File: src/rtl/acf_pkg.sv
package acf_pkg;
  localparam int unsigned ACF_BYTE_W    = 8;
  localparam int unsigned ACF_ID_BYTES  = 4;
  localparam int unsigned ACF_STD_BYTES = 2;

  typedef enum logic {
    FMT_STD = 1'b0,
    FMT_EXT = 1'b1
  } acf_fmt_e;
endpackage

File: src/rtl/acf_regfile.sv
module acf_regfile #(
  parameter int unsigned BYTE_W   = 8,
  parameter int unsigned ID_BYTES = 4,
  parameter int unsigned AW       = 3
) (
  input  logic                             clk,
  input  logic                             rst,
  input  logic                             wr_en,
  input  logic                             unlock,
  input  logic [AW-1:0]                    addr,
  input  logic [BYTE_W-1:0]                wdata,
  output logic [BYTE_W-1:0]                rdata,
  output logic [ID_BYTES-1:0][BYTE_W-1:0]  code_o,
  output logic [ID_BYTES-1:0][BYTE_W-1:0]  mask_o
);
  localparam int unsigned REGS = 2 * ID_BYTES;

  // storage has no reset: contents survive a hardware reset
  logic [BYTE_W-1:0] mem [REGS];

  always_ff @(posedge clk) begin
    if (wr_en && unlock) mem[addr] <= wdata;
  end

  always_ff @(posedge clk) begin
    if (rst) rdata <= '0;
    else     rdata <= mem[addr];
  end

  for (genvar g = 0; g < ID_BYTES; g++) begin : g_tap
    assign code_o[g] = mem[g];
    assign mask_o[g] = mem[ID_BYTES + g];
  end
endmodule

File: src/rtl/acf_match.sv
module acf_match #(
  parameter int unsigned BYTE_W    = 8,
  parameter int unsigned ID_BYTES  = 4,
  parameter int unsigned STD_BYTES = 2
) (
  input  logic [ID_BYTES-1:0][BYTE_W-1:0] code_i,
  input  logic [ID_BYTES-1:0][BYTE_W-1:0] mask_i,
  input  logic [ID_BYTES-1:0][BYTE_W-1:0] id_i,
  input  acf_pkg::acf_fmt_e               fmt_i,
  output logic                            hit_o
);
  logic [ID_BYTES-1:0] byte_ok;
  logic [ID_BYTES-1:0] byte_used;

  for (genvar g = 0; g < ID_BYTES; g++) begin : g_byte
    assign byte_ok[g] = &(~(id_i[g] ^ code_i[g]) | mask_i[g]);
    if (g < STD_BYTES) begin : g_std
      assign byte_used[g] = 1'b1;
    end else begin : g_ext
      assign byte_used[g] = (fmt_i == acf_pkg::FMT_EXT);
    end
  end

  assign hit_o = &(byte_ok | ~byte_used);
endmodule

File: src/rtl/acf_flag.sv
module acf_flag (
  input  logic clk,
  input  logic rst,
  input  logic frame_done,
  input  logic hit,
  input  logic ready_clr,
  output logic accept_o,
  output logic ready_o
);
  always_ff @(posedge clk) begin
    if (rst) begin
      accept_o <= 1'b0;
      ready_o  <= 1'b0;
    end else begin
      accept_o <= frame_done && hit;
      if (ready_clr)              ready_o <= 1'b0;
      else if (frame_done && hit) ready_o <= 1'b1;
    end
  end
endmodule

File: src/rtl/can_id_filter.sv
module can_id_filter #(
  parameter int unsigned BYTE_W    = acf_pkg::ACF_BYTE_W,
  parameter int unsigned ID_BYTES  = acf_pkg::ACF_ID_BYTES,
  parameter int unsigned STD_BYTES = acf_pkg::ACF_STD_BYTES,
  localparam int unsigned REGS     = 2 * ID_BYTES,
  localparam int unsigned AW       = $clog2(REGS),
  localparam int unsigned ID_W     = BYTE_W * ID_BYTES
) (
  input  logic              clk,
  input  logic              rst,
  input  logic              cfg_unlock,
  input  logic              reg_we,
  input  logic [AW-1:0]     reg_addr,
  input  logic [BYTE_W-1:0] reg_wdata,
  output logic [BYTE_W-1:0] reg_rdata,
  input  logic              frame_done,
  input  logic              frame_ext,
  input  logic [ID_W-1:0]   rx_id,
  input  logic              ready_clr,
  output logic              frame_accept,
  output logic              rx_ready
);
  logic [ID_BYTES-1:0][BYTE_W-1:0] code_q;
  logic [ID_BYTES-1:0][BYTE_W-1:0] mask_q;
  logic [ID_BYTES-1:0][BYTE_W-1:0] id_bytes;
  acf_pkg::acf_fmt_e               fmt;
  logic                            hit;

  assign id_bytes = rx_id;
  assign fmt      = frame_ext ? acf_pkg::FMT_EXT : acf_pkg::FMT_STD;

  acf_regfile #(.BYTE_W(BYTE_W), .ID_BYTES(ID_BYTES), .AW(AW)) regs_i (
    .clk(clk), .rst(rst), .wr_en(reg_we), .unlock(cfg_unlock),
    .addr(reg_addr), .wdata(reg_wdata), .rdata(reg_rdata),
    .code_o(code_q), .mask_o(mask_q)
  );

  acf_match #(.BYTE_W(BYTE_W), .ID_BYTES(ID_BYTES), .STD_BYTES(STD_BYTES)) match_i (
    .code_i(code_q), .mask_i(mask_q), .id_i(id_bytes), .fmt_i(fmt), .hit_o(hit)
  );

  acf_flag flag_i (
    .clk(clk), .rst(rst), .frame_done(frame_done), .hit(hit),
    .ready_clr(ready_clr), .accept_o(frame_accept), .ready_o(rx_ready)
  );
endmodule

File: config.mk
export PLATFORM = sky130hd
export DESIGN_NAME = can_id_filter
export DESIGN_NICKNAME = d
export VERILOG_FILES = /design/src/rtl/acf_pkg.sv /design/src/rtl/acf_regfile.sv /design/src/rtl/acf_match.sv /design/src/rtl/acf_flag.sv /design/src/rtl/can_id_filter.sv
export SDC_FILE = /design/constraint.sdc
export NUM_CORES = 1
export LEC_CHECK = 0
export BUFFER_PORTS_ARGS = -buffer_cell sky130_fd_sc_hd__buf_2
export CAP_MARGIN = 25
export CELL_PAD_IN_SITES_DETAIL_PLACEMENT = 0
export CELL_PAD_IN_SITES_GLOBAL_PLACEMENT = 1
export CORE_ASPECT_RATIO = 0.75
export CORE_MARGIN = 2
export CORE_UTILIZATION = 45
export CTS_CLUSTER_DIAMETER = 40
export DETAILED_ROUTE_END_ITERATION = 12
export PLACE_DENSITY = 0.81
export SYNTH_ARGS = -nofsm -noshare
export SYNTH_HDL_FRONTEND = slang
export SYNTH_SLANG_ARGS = --single-unit
File: constraint.sdc
create_clock -name clk -period 4 [get_ports clk]
set_clock_uncertainty 0.15 [all_clocks]
set_input_delay 0.4 -clock clk [delete_from_list [all_inputs] [get_ports clk]]
set_output_delay 0.4 -clock clk [all_outputs]
set_load 0.01 [all_outputs]
Word-level counts from Yosys, hierarchy flattened --
Memory sizes are Yosys's and may differ from the RTL's. A register that Yosys moved wholly into a read port is not among the register bits. Index checks and enable logic that the tools add are counted. Widths: inputs -> output; s select.
Operators by class: muxes and demuxes 3, bitwise logic cells 14, reduce and logical (&&, ||, !) cells 8
Operator list (number):
- $not 8->8 | 4
- $or 8x8->8 | 4
- $reduce_and 8->1 | 4
- $xor 8x8->8 | 4
- $not 4->4 | 1
- $or 4x4->4 | 1
- $reduce_and 4->1 | 1
- $mux 1 | 3
- $logic_and 1x1->1 | 2
- $reduce_or 2->1 | 1
Storage, ports and cells: register bits after elaboration 2, memory bits (writable) 64, input bits 50, output and inout port bits 10, word-level logic and storage cells 28, memories kept 1
Memory list:
- regs_i.mem | words 8, bits a word 8, read ports 9, clocked after Yosys merged registers in 1, write ports 1, RTL line acf_regfile.sv:19 | logic [BYTE_W-1:0] mem [REGS];

Logic depth before layout (Yosys ltp) --
Gate-level depths: netlist (run 1). An unclocked memory read counts as a cell.
depth in word-level cells 8, depth in mapped cells 5, gate-level depth less buffers 5

By module --
From an unflattened synthesis (run 1), not the netlist that was laid out.
Unflattened totals: cells, all modules 214, area, all modules 3256.9 um^2
Modules (own cells, without submodules):
- acf_regfile | times used 1, cells an instance 153, area each 2776.4 um^2, seq. area each 2082.0 um^2
- acf_match | times used 1, cells an instance 55, area each 417.9 um^2, seq. area each 0.0 um^2
- acf_flag | times used 1, cells an instance 6, area each 62.6 um^2, seq. area each 40.0 um^2

Least setup slack after synthesis (run 1) --
OpenSTA, ideal clock, no wires.
path kind input to register, from in reg_addr[0], to mem regs_i.mem[0][0] (enable), library setup time 383 ps, data arrival time 1477 ps, required time 3467 ps, path slack 1989 ps, cell stages on the path 4, buffers on the path 2, path through buf_6 > buf_12 > nand3b_1 > nor3_1
RTL lines:
- from (decl) | RTL line can_id_filter.sv:13 | input logic [AW-1:0] reg_addr,
- to (decl) | RTL line acf_regfile.sv:19
Straight into the memory's write port.

Worst setup path in the final report (run 1) --
from in reg_addr[0], to mem regs_i.mem[3][2] (enable)
Straight into the memory's write port.

==> results of run 1 <==
stage by stage:
step,util [%],worst slack (ps),cells
after floorplan,-,1990,198
after global placement,52.6,1520,350
after detailed placement,52.6,1450,350
after CTS,55.6,1800,366
after global routing,55.7,1860,367
final,55.7,2040,367
worst paths after layout:
path	end	slack (ps)
setup / recovery	regs_i.mem[3][2]$_DFFE_PP_	2040
hold / removal	flag_i.ready_o$_SDFFE_PP0P_	190
setup reg to reg	flag_i.ready_o$_SDFFE_PP0P_	2220
hold reg to reg	flag_i.ready_o$_SDFFE_PP0P_	310
cells in the mapped netlist:
cell type	n	area (sq um)
a21boi_0	1	7.51
buf_12	1	20.0
buf_2	1	5.00
buf_4	2	15.0
buf_6	1	11.3
clkbuf_1	1	3.75
dfxtp_1	10	200
edfxtp_1	64	1920
mux2i_1	8	80.1
mux4_1	9	236
mux4_2	7	158
nand2_1	2	7.51
nand2b_1	2	12.5
nand3_1	1	5.00
nand3b_1	1	7.51
nand4_1	1	6.26
nor2_1	22	82.6
nor3_1	4	20.0
nor4_1	6	37.5
o2111ai_1	1	8.76
o21ai_0	3	15.0
o22ai_1	18	113
xnor2_1	32	280
area by class of cell:
class	instances	area, sq um
clock buffers	10	138
clock inverters	6	71.3
fillers	561	3060
multi-input cells	118	1080
flip-flops and latches	74	2120
well taps	98	123
repair buffers	61	308
report_power, final:
part | switching (mW) | internal, mW
Combinational | 0.0724 | 0.0666
Clock | 0.285 | 0.312
Sequential | 0.00904 | 0.857
critical path: stages:
cell,delay [ps]
buf_2,420
nand3_1,240
nor2_1,700
layer usage:
metal | part of all wire [%] | routed length (um)
met5 | 0 | 0
met4 | 0.92 | 65
met3 | 11 | 777
met2 | 43 | 3050
met1 | 45 | 3190
flip-flops by register name, indices dropped and copies added (netlist names):
register	count
regs_i.rdata	8
regs_i.mem	64
flag_i.accept_o	1
flag_i.ready_o	1
logic make-up (layout without fill, tap and decap cells):
logic type             count (synthesis)  in the layout
flip-flops                            74             74
AND/OR/NAND/NOR                       39             39
XOR/XNOR                              32             32
multiplexers                          24             24
AO/OA/AOI/OAI                         23             23
buffers and inverters                  6             77
==> summary.md, run 1 <==
| Metric | Value |
|---|---|
| Run status | `finished clean` |
| Die Span X | `102 um` |
| Met1 demand-to-capacity share in global routing | `29.7%` |
| Final period demand of the worst path | `1960 ps` |
| Syn Nets | `248` |
| Max transition margin | `44.2%` |
| Synthesized instance count | `198` |
| Worst hold path cell count | `4` |
| Total of cells resized after clock tree synthesis | `0` |
| Number of slew-limit violations in the final report | `0` |
| Worst-case vdd ir drop | `0.345 mV` |
| Number of nets with antenna violations after detailed routing | `0` |
| Placeable core area | `6900 sq um` |
| Largest family of logic cells by synthesized area | `multiplexers` |
| Overflow after GRT | `0` |
| Clock latency of the later-clocked register in the worst-skew pair | `340 ps` |
| Met2 GRT Util | `27.6%` |
| Wire length of the first global-routing pass | `11100 um` |
| Setup crit start kind | `input port` |
| Most common library cell in the layout ignoring fill and taps | `edfxtp_1` |
| Count of TritonRoute iterations in the first routing pass | `4` |
| Area overhead of the layout relative to synthesis | `18.0%` |
| CTS Root Cell | `clkbuf_8` |
| Final weighted congestion in routability-driven placement | `0.836` |
| Post-route worst hold slack | `186 ps` |
| Worst reg-to-reg path cell count | `5` |
| Port-buffer cells | `59` |
| Clock-pin slew on the worst setup and hold paths | `80 ps` |
| Post-detailed-route DRC marker count | `0` |
| Vias in the first global route | `1985` |
| Kind of critical path | `in -> reg` |
| Number of ports placed on the die boundary | `60` |
| Worst hold-check path type | `in -> reg` |
| Routed WL | `7080 um` |
| Distinct cells, synth | `23` |
| Kind of end point of the critical path | `register` |
| CP Launch Point | `reg_addr[0]` |
| Share of the synthesized area in compound gates (AO/OA/AOI/OAI) | `4.42%` |
| CTS tree | `yes` |
| Number of synthesized register bits | `74` |
| Xor/xnor share of the synthesized area | `8.61%` |
| Die height | `77.6 um` |
| Post-layout total power | `1.60 mW` |
| Least-Margin Pin Slew | `834 ps` |
| Initial drt markers | `205` |
| Portion of the clock cycle consumed by the worst path in the final layout | `48.9%` |
| Max-capacitance violation count | `0` |
| P_leak | `1.35 nW` |
| Total CTS buffers | `9` |
| CTS sink cnt | `74` |
| Count of warnings emitted by yosys | `0` |
| Multiplexer share of the synthesized area | `14.6%` |
| Hold buffers post-CTS | `0` |
| Adder and majority gate portion of the synthesized area | `0%` |
| Initial Utilization | `47.2%` |
| Upper clock frequency limit | `511 MHz` |
| Worst r2r src | `regs_i.mem[0][1]$_DFFE_PP_` |
| Final net count | `314` |
| Final-layout setup total negative slack | `0 ps` |
| Cell area after technology mapping | `3250 sq um` |
| Hold Vio Cnt, Final | `0` |
| Buffers inserted during post-CTS setup optimization | `0` |
| Number of setup violations in the final report | `0` |
| Critical path data required time | `3820 ps` |
| Met3 track utilization from global routing | `6.31%` |
| Crit-path max FO | `17` |
| Inserted Diodes | `0` |
| Post-DP HPWL | `5250 um` |
| Proportion of layout cells with a drive suffix above 1 | `31.2%` |
| DIE AREA | `7930 sq um` |
| Vias per Instance | `5.44` |
| Largest net degree at the start of global routing | `22` |
| Number of buffers on the longest clock path | `2` |
| Number of standard-cell rows in the floorplan | `26` |
| Average routed wire per standard cell | `19.3 um` |
| Level count of the clock H-tree | `3` |
| Post-route design area | `3840 sq um` |
| Top library cells by usage in the layout, fill and taps aside | `edfxtp_1 (64), buf_2 (60), xnor2_1 (32), nor2_1 (22), o22ai_1 (18)` |
| Data arrival time of the critical path | `1770 ps` |
| Unrepaired setup endpoints after global routing | `no` |
| Instance area after placement | `3620 sq um` |
| Areal power density over the cells | `417 nW/um^2` |
| Vias | `1995` |
| Antenna violations before repair | `0` |
| Busiest metal layer after global routing | `met1` |
| Overall fraction of global-route tracks in use | `19.5%` |
| Part of the Yosys area used for sequential elements | `65.2%` |
| Area fraction in and, or, nand and nor cells after synthesis | `5.50%` |
| Average cell area after synthesis | `16.4 sq um` |
| Worst hold path startpoint | `ready_clr` |
No activity file was read; power rests on OpenSTA's default activity.
==> run 2: changes to the inputs <==
- ABC_AREA: not set -> 1
- CORE_UTILIZATION: 45 -> 42
- PLACE_DENSITY: 0.81 -> 0.82
- clock period: 4 -> 1.95 ns (I/O delays scaled with it)
==> run 2 against run 1 <==
Effect of this change:
- critical path depth up 6
- clock power grew 71%
- combinational power rose by 100%
- critical path type is now reg -> reg
- largest power group unchanged
==> summary.md, run 2 <==
| Metric | Value |
|---|---|
| Run status | `finished clean (unchanged)` |
| Die Span X | `108 um (was 102 um)` |
| Total of cells resized after clock tree synthesis | `0 (unchanged)` |
| Number of standard-cell rows in the floorplan | `28 (was 26)` |
| Number of slew-limit violations in the final report | `0 (unchanged)` |
| Max-capacitance violation count | `0 (unchanged)` |
| Final net count | `497 (was 314)` |
| Post-detailed-route DRC marker count | `0 (unchanged)` |
| Busiest metal layer after global routing | `met2 (was met1)` |
| Dominant register cell in the synthesized netlist | `edfxtp_1 (unchanged)` |
| Antenna violations before repair | `0 (unchanged)` |
| Distinct cells, synth | `25 (was 23)` |
| Number of setup violations in the final report | `0 (unchanged)` |
| Clock share of power | `33.1% (was 37.3%)` |
| Largest registers in the final layout | `regs_i.mem x64, regs_i.rdata x8 (unchanged)` |
| Setup crit start kind | `register (was input port)` |
| P_leak | `1.78 nW (was 1.35 nW)` |
| Post-DP HPWL | `6600 um (was 5250 um)` |
| Clock-pin slew on the worst setup and hold paths | `70 ps (was 80 ps)` |
| Data arrival time of the critical path | `1650 ps (was 1770 ps)` |
| Hold Vio Cnt, Final | `0 (unchanged)` |
| Count of warnings emitted by yosys | `0 (unchanged)` |
| Upper clock frequency limit | `657 MHz` |
| Most frequent cell on the critical path | `nor2_1` |
| Number of buffers on the longest clock path | `2 (unchanged)` |
| Pint | `2.36 mW (was 1.24 mW)` |
| Max transition margin | `67.4% (was 44.2%)` |
| Number of ports placed on the die boundary | `60 (unchanged)` |
| Met3 track utilization from global routing | `6.04% (was 6.31%)` |
| Post-synth ARST share | `0% (unchanged)` |
| Part of the Yosys area used for sequential elements | `61.9% (was 65.2%)` |
| Placeable core area | `7920 sq um (was 6900 sq um)` |
| Proportion of layout cells with a drive suffix above 1 | `19.9% (was 31.2%)` |
| Port-buffer cells | `59 (unchanged)` |
| CTS Root Cell | `clkbuf_8 (unchanged)` |
| Initial drt markers | `182 (was 205)` |
| Cell with the most instances after synthesis | `nor2_1 (was edfxtp_1)` |
| Worst stage delay on the critical path | `430 ps (was 700 ps)` |
| Vias in the first global route | `2706 (was 1985)` |
| Number of enable-type register cells in the synthesized netlist | `64 (unchanged)` |
| Area overhead of the layout relative to synthesis | `19.1% (was 18.0%)` |
| Worst hold-check path type | `in -> reg (unchanged)` |
| CTS tree | `yes (unchanged)` |
| Top library cells by usage in the layout, fill and taps aside | `nor2_1 (86), nand2_1 (76), edfxtp_1 (64), buf_2 (59), inv_1 (44) (was edfxtp_1 (64), buf_2 (60), xnor2_1 (32), nor2_1 (22), o22ai_1 (18))` |
| Vias per Instance | `4.84 (was 5.44)` |
| Slowest cell on the critical path | `edfxtp_1 (was nor2_1)` |
| Part of the total power dissipated in combinational logic | `9.1% (was 8.7%)` |
| Switching power of the nets | `0.719 mW (was 0.367 mW)` |
| Level count of the clock H-tree | `3 (unchanged)` |
| Top-area cell type share of the netlist area | `56.1% (was 59.1%)` |
| Instance area after placement | `3870 sq um (was 3620 sq um)` |
| Count of TritonRoute iterations in the first routing pass | `5 (was 4)` |
| Largest net degree at the start of global routing | `19 (was 22)` |
| Worst-case vdd ir drop | `0.459 mV (was 0.345 mV)` |
| Cells along the critical path | `nor2_1, nor2_1, nand2_1, nand2_1, nor2_1, nand3_1, nor2_1, nand2_1, a21oi_1 (was buf_2, nand3_1, nor2_1)` |
| Number of synthesized register bits | `74 (unchanged)` |
| Routed WL | `8640 um (was 7080 um)` |
| Cell taking the most area after synthesis | `edfxtp_1 (unchanged)` |
| Largest register FFs | `64 (unchanged)` |
| Unrepaired setup endpoints after global routing | `no (unchanged)` |
| Setup slack of the most critical reg-to-reg path | `430 ps (was 2220 ps)` |
| Cell area after technology mapping | `3430 sq um (was 3250 sq um)` |
| Synthesized instance count | `372 (was 198)` |
| Least-Margin Pin Slew | `489 ps (was 834 ps)` |
| DIE AREA | `8900 sq um (was 7930 sq um)` |
| Die height | `82.2 um (was 77.6 um)` |
| Most common library cell in the layout ignoring fill and taps | `nor2_1 (was edfxtp_1)` |
| Portion of the clock cycle consumed by the worst path in the final layout | `78.1%` |
| CTS sink cnt | `74 (unchanged)` |
| Leading cell types by count after synthesis | `nor2_1 (86), nand2_1 (76), edfxtp_1 (64) (was edfxtp_1 (64), xnor2_1 (32), nor2_1 (22))` |
| Share of total power consumed by net switching | `23.3% (was 22.9%)` |
| Number of filler instances in the final layout | `787 (was 561)` |
| Final period demand of the worst path | `1520 ps` |
| Register name with the most flops | `regs_i.mem (unchanged)` |
| Post-layout total power | `3.08 mW (was 1.60 mW)` |
| Post-route design area | `4080 sq um (was 3840 sq um)` |
| Average routed wire per standard cell | `15.5 um (was 19.3 um)` |
| Overall fraction of global-route tracks in use | `21.1% (was 19.5%)` |
| Sequential cell fraction of total power | `57.8% (was 54.1%)` |
| Clock latency of the later-clocked register in the worst-skew pair | `340 ps (about the same)` |
| Final-layout setup total negative slack | `0 ps (unchanged)` |
| Crit-path max FO | `3 (was 17)` |
| Inserted Diodes | `0 (unchanged)` |
| Leading post-synthesis cells by cell area | `edfxtp_1 (56%), nor2_1 (9.4%), nand2_1 (8.3%) (was edfxtp_1 (59%), xnor2_1 (8.6%), mux4_1 (7.3%))` |
| Total CTS buffers | `9 (unchanged)` |
| Overflow after GRT | `0 (unchanged)` |
| Wire length of the first global-routing pass | `13600 um (was 11100 um)` |
| Setup slack after placement | `387 ps (was 1450 ps)` |
| Met2 GRT Util | `33.9% (was 27.6%)` |
| Areal power density over the cells | `755 nW/um^2 (was 417 nW/um^2)` |
| Worst setup slack after layout | `427 ps (was 2040 ps)` |
| Initial Utilization | `43.3% (was 47.2%)` |
| Syn Nets | `422 (was 248)` |
| Vias | `2696 (was 1995)` |
| Average cell area after synthesis | `9.21 sq um (was 16.4 sq um)` |
| Number of nets with antenna violations after detailed routing | `0 (unchanged)` |
| Met1 demand-to-capacity share in global routing | `28.9% (was 29.7%)` |
| Kind of end point of the critical path | `register (unchanged)` |
| Critical path data required time | `2080 ps (was 3820 ps)` |
| Kind of critical path | `reg -> reg (was in -> reg)` |
| Final weighted congestion in routability-driven placement | `0.841 (was 0.836)` |
-- run 2: cell count changes after synthesis, sizes merged, moves of 17 or more --
| cell | change |
|---|---|
| a21oi | +18 |
| inv | +46 |
| nand2 | +74 |
| nor2 | +65 |
| o21ai | +34 |
| o22ai | -17 |
| xnor2 | -31 |
-- run 2: worst paths after layout --
check,from,endpoint,cells after the start
max reg2reg,regs_i.mem[1][5]$_DFFE_PP_,flag_i.ready_o$_SDFFE_PP0P_,9
max,regs_i.mem[1][5]$_DFFE_PP_,flag_i.ready_o$_SDFFE_PP0P_,9
min,reg_wdata[4],regs_i.mem[3][4]$_DFFE_PP_,1
min reg2reg,flag_i.ready_o$_SDFFE_PP0P_,flag_i.ready_o$_SDFFE_PP0P_,2
-- run 2: power groups by stage --
stage	Combinational [mW]	Sequential (mW)	Clock, mW
detailed placement	0.275	1.81	0
global route	0.318	1.78	1.10
global placement	0.270	1.81	0
CTS	0.281	1.78	1.04
floorplan	0.139	1.81	0
finish	0.280	1.78	1.02
-- run 2: cell families after synthesis --
logic type | after synthesis | share of synthesized area [%]
AND/OR/NAND/NOR | 175 | 19.8
AO/OA/AOI/OAI | 65 | 11.0
flip-flops | 74 | 61.9
buffers and inverters | 56 | 6.79
XOR/XNOR | 2 | 0.511
-- run 2: area by class of cell --
type / instances / area (sq um) / area share (%)
clock buffer: 13 / 149 / 3.65
clock inverter: 3 / 15.0 / 0.368
inverter: 46 / 173 / 4.23
multi-input combinational: 242 / 1070 / 26.3
sequential: 74 / 2120 / 52.0
tap: 105 / 131 / 3.22
timing repair buffer: 74 / 418 / 10.2
-- run 2: metrics by stage --
step	instances	hold slack, ps	util (%)
after floorplan	372	144	-
after global placement	537	283	48.9
after detailed placement	537	290	48.9
after CTS	556	1.11	51.4
after global routing	557	20.4	51.5
final	557	28.1	51.5
-- run 2: routing by layer --
metal | part of all wire [%] | vias up
li1 | - | 1373
met1 | 47 | 1203
met5 | 0 | -
met3 | 9.3 | 10
met4 | 0.79 | 0
met2 | 43 | 110
-- run 2: critical path: cells and delay by family (launching register included) --
| kind | cells | cell delay, ps |
|---|---|---|
| flip-flops | 1 | 430 |
| AND/OR/NAND/NOR | 8 | 770 |
| AO/OA/AOI/OAI | 1 | 120 |
-- run 2: timing repair --
action | 4_1_cts | 5_1_grt
hold buffers | 3 | 1
endpoints found under the hold margin | 17 | 1
setup buffers | 0 | 0
==> run 3: changes to the inputs <==
- CORE_UTILIZATION: 42 -> 38
- PLACE_DENSITY: 0.82 -> 0.78
- clock period: 1.95 -> 1.36 ns (I/O delays scaled with it)
==> run 3 against run 2 <==
Effect of this change:
- worst setup slack got worse by 580 ps
- largest power group unchanged
- worst hold slack improved by 150 ps
- die area increased by 10%
- register-to-register slack got worse by 580 ps
- final area increased by 12%
- the run now ends with setup timing left
- critical path type unchanged
- total power increased by 74%
- sequential power increased by 43%
==> summary.md, run 3 (synthesis results as in run 2) <==
| Metric | Value |
|---|---|
| Die height | `86.2 um (was 82.2 um)` |
| Number of nets with antenna violations after detailed routing | `0 (unchanged)` |
| Number of ports placed on the die boundary | `60 (unchanged)` |
| Count of TritonRoute iterations in the first routing pass | `5 (unchanged)` |
| Max-capacitance violation count | `0 (unchanged)` |
| Post-detailed-route DRC marker count | `0 (unchanged)` |
| Area overhead of the layout relative to synthesis | `33.9% (was 19.1%)` |
| Final weighted congestion in routability-driven placement | `0.855 (was 0.841)` |
| Number of slew-limit violations in the final report | `0 (unchanged)` |
| Kind of end point of the critical path | `register (unchanged)` |
| Slowest cell on the critical path | `edfxtp_1 (unchanged)` |
| Level count of the clock H-tree | `3 (unchanged)` |
| Register name with the most flops | `regs_i.mem (unchanged)` |
| P_leak | `1.99 nW (was 1.78 nW)` |
| Overflow after GRT | `0 (unchanged)` |
| Clock-pin slew on the worst setup and hold paths | `60 ps (was 70 ps)` |
| Initial drt markers | `189 (was 182)` |
| Wire length of the first global-routing pass | `14300 um (was 13600 um)` |
| Worst setup slack after layout | `-156 ps (was 427 ps)` |
| Number of setup violations in the final report | `2 (was 0)` |
| Setup crit start kind | `register (unchanged)` |
| Final net count | `530 (was 497)` |
| Inserted Diodes | `0 (unchanged)` |
| Unrepaired setup endpoints after global routing | `yes (was no)` |
| Largest registers in the final layout | `regs_i.mem x64, regs_i.rdata x8 (unchanged)` |
| Cells along the critical path | `nor2_1, nor2_1, nand2_1, nand2_1, nor2_1, nand3_1, nor2_2, nand2_2, a21oi_2 (was nor2_1, nor2_1, nand2_1, nand2_1, nor2_1, nand3_1, nor2_1, nand2_1, a21oi_1)` |
| Number of cells after detailed placement | `560 (was 537)` |
| Vias in the first global route | `2791 (was 2706)` |
| Most common library cell in the layout ignoring fill and taps | `nor2_1 (unchanged)` |
| Total CTS buffers | `9 (unchanged)` |
| Most frequent cell on the critical path | `nor2_1 (unchanged)` |
| Least-Margin Pin Slew | `466 ps (was 489 ps)` |
| Critical path data required time | `1480 ps (was 2080 ps)` |
| Die Span X | `114 um (was 108 um)` |
| Routed WL | `9050 um (was 8640 um)` |
| Worst-case vdd ir drop | `0.581 mV (was 0.459 mV)` |
| Setup slack of the most critical reg-to-reg path | `-160 ps (was 430 ps)` |
| Portion of the clock cycle consumed by the worst path in the final layout | `111% (was 78.1%)` |
| Post-DP HPWL | `6720 um (was 6600 um)` |
| Clock latency of the later-clocked register in the worst-skew pair | `330 ps (was 340 ps)` |
| Average routed wire per standard cell | `15.3 um (was 15.5 um)` |
| Number of filler instances in the final layout | `773 (was 787)` |
| Initial Utilization | `39.8% (was 43.3%)` |
| Upper clock frequency limit | `659 MHz (was 657 MHz)` |
| Kind of critical path | `reg -> reg (unchanged)` |
| Number of buffers on the longest clock path | `2 (unchanged)` |
| Crit-path max FO | `3 (unchanged)` |
| DIE AREA | `9800 sq um (was 8900 sq um)` |
| Largest net degree at the start of global routing | `20 (was 19)` |
| CTS sink cnt | `74 (unchanged)` |
| Final-layout setup total negative slack | `-289 ps (was 0 ps)` |
| Top library cells by usage in the layout, fill and taps aside | `nor2_1 (79), nand2_1 (74), edfxtp_1 (64), buf_2 (59), inv_1 (44) (was nor2_1 (86), nand2_1 (76), edfxtp_1 (64), buf_2 (59), inv_1 (44))` |
| Number of standard-cell rows in the floorplan | `29 (was 28)` |
| Areal power density over the cells | `1170 nW/um^2 (was 755 nW/um^2)` |
| Final period demand of the worst path | `1520 ps (about the same)` |
| Filler-free cell count of the finished design | `592 (was 557)` |
| Placeable core area | `8600 sq um (was 7920 sq um)` |
| Largest register FFs | `64 (unchanged)` |
| Violated checks | `setup timing` |
| Vias | `2837 (was 2696)` |
| Data arrival time of the critical path | `1640 ps (was 1650 ps)` |
| CTS tree | `yes (unchanged)` |
| Worst hold-check path type | `in -> reg (unchanged)` |
| Layout Utilization | `53.3% (was 51.5%)` |
| CTS Root Cell | `clkbuf_16 (was clkbuf_8)` |
| Vias per Instance | `4.79 (was 4.84)` |
| Port-buffer cells | `59 (unchanged)` |
| Antenna violations before repair | `0 (unchanged)` |
| Proportion of layout cells with a drive suffix above 1 | `26.4% (was 19.9%)` |
| Hold Vio Cnt, Final | `0 (unchanged)` |
| Overall fraction of global-route tracks in use | `19.7% (was 21.1%)` |
| Worst stage delay on the critical path | `420 ps (was 430 ps)` |
| Run status | `finished, violations left (was finished clean)` |
| Max transition margin | `68.6% (was 67.4%)` |
## run 3: cell types whose count changed in the layout (fill, tap and decap cells not counted), moves of 4 or more
cell           before  now
buf_4              11   32
nor2_1             86   79
dlygate4sd3_1       4   11
o21ai_0            27   23
nor2_4              0    5
clkbuf_16           0    9
buf_12              0    4
clkbuf_8           10    0
## run 3: power by group
group          internal, mW  switching, mW
logic                 0.215          0.276
clock network          1.40          0.898
registers              2.52         0.0272
## run 3: worst max-delay path: cells and delay by family, from the launching register on
family | cells | cell delay (ps)
AO/OA/AOI/OAI | 1 | 110
flip-flops | 1 | 420
AND/OR/NAND/NOR | 8 | 780
## run 3: routing by layer
metal	routed length (um)	part of all wire (%)	global-route usage (%)	vias up
met5	0	0	0	-
met4	107	1.2	6.65	0
met3	774	8.6	4.76	9
met2	3760	42	28.0	97
met1	4410	49	29.7	1291
li1	-	-	-	1440
## run 3: final cells by class
type	instances	area [sq um]	area share [%]
clock buffers	10	229	4.99
clock inverters	5	56.3	1.23
inverters	46	173	3.77
multi-input cells	242	1130	24.7
flip-flops and latches	74	2120	46.3
well taps	108	135	2.95
repair buffers	107	737	16.1
## run 3: final timing paths
check,from,end,cells after the start
worst max register to register,regs_i.mem[1][5]$_DFFE_PP_,flag_i.ready_o$_SDFFE_PP0P_,9
worst max-delay path,regs_i.mem[1][5]$_DFFE_PP_,flag_i.ready_o$_SDFFE_PP0P_,9
worst min-delay path,rx_id[8],flag_i.accept_o$_SDFF_PP0_,8
worst min register to register,flag_i.ready_o$_SDFFE_PP0P_,flag_i.ready_o$_SDFFE_PP0P_,2
## run 3: timing repair
| item | 4_1_cts | 5_1_grt |
|---|---|---|
| buffers inserted | 3 | 3 |
| pin swaps | 0 | 7 |
| setup endpoints to repair | 2 | 5 |
| hold buffers | 11 | 0 |
| gates resized for setup | 2 | 11 |
| hold endpoints to repair | 66 | 0 |
## run 3: metrics by stage
stage	hold WS, ps	worst slack, ps	instance area [sq um]	power (mW)
finish	175	-156	4590	5.34
global route	221	-241	4590	5.54
CTS	185	-119	4530	5.36
detailed placement	239	-194	4110	3.05
global placement	233	-176	4110	3.05
floorplan	84.9	-69.0	3460	2.81
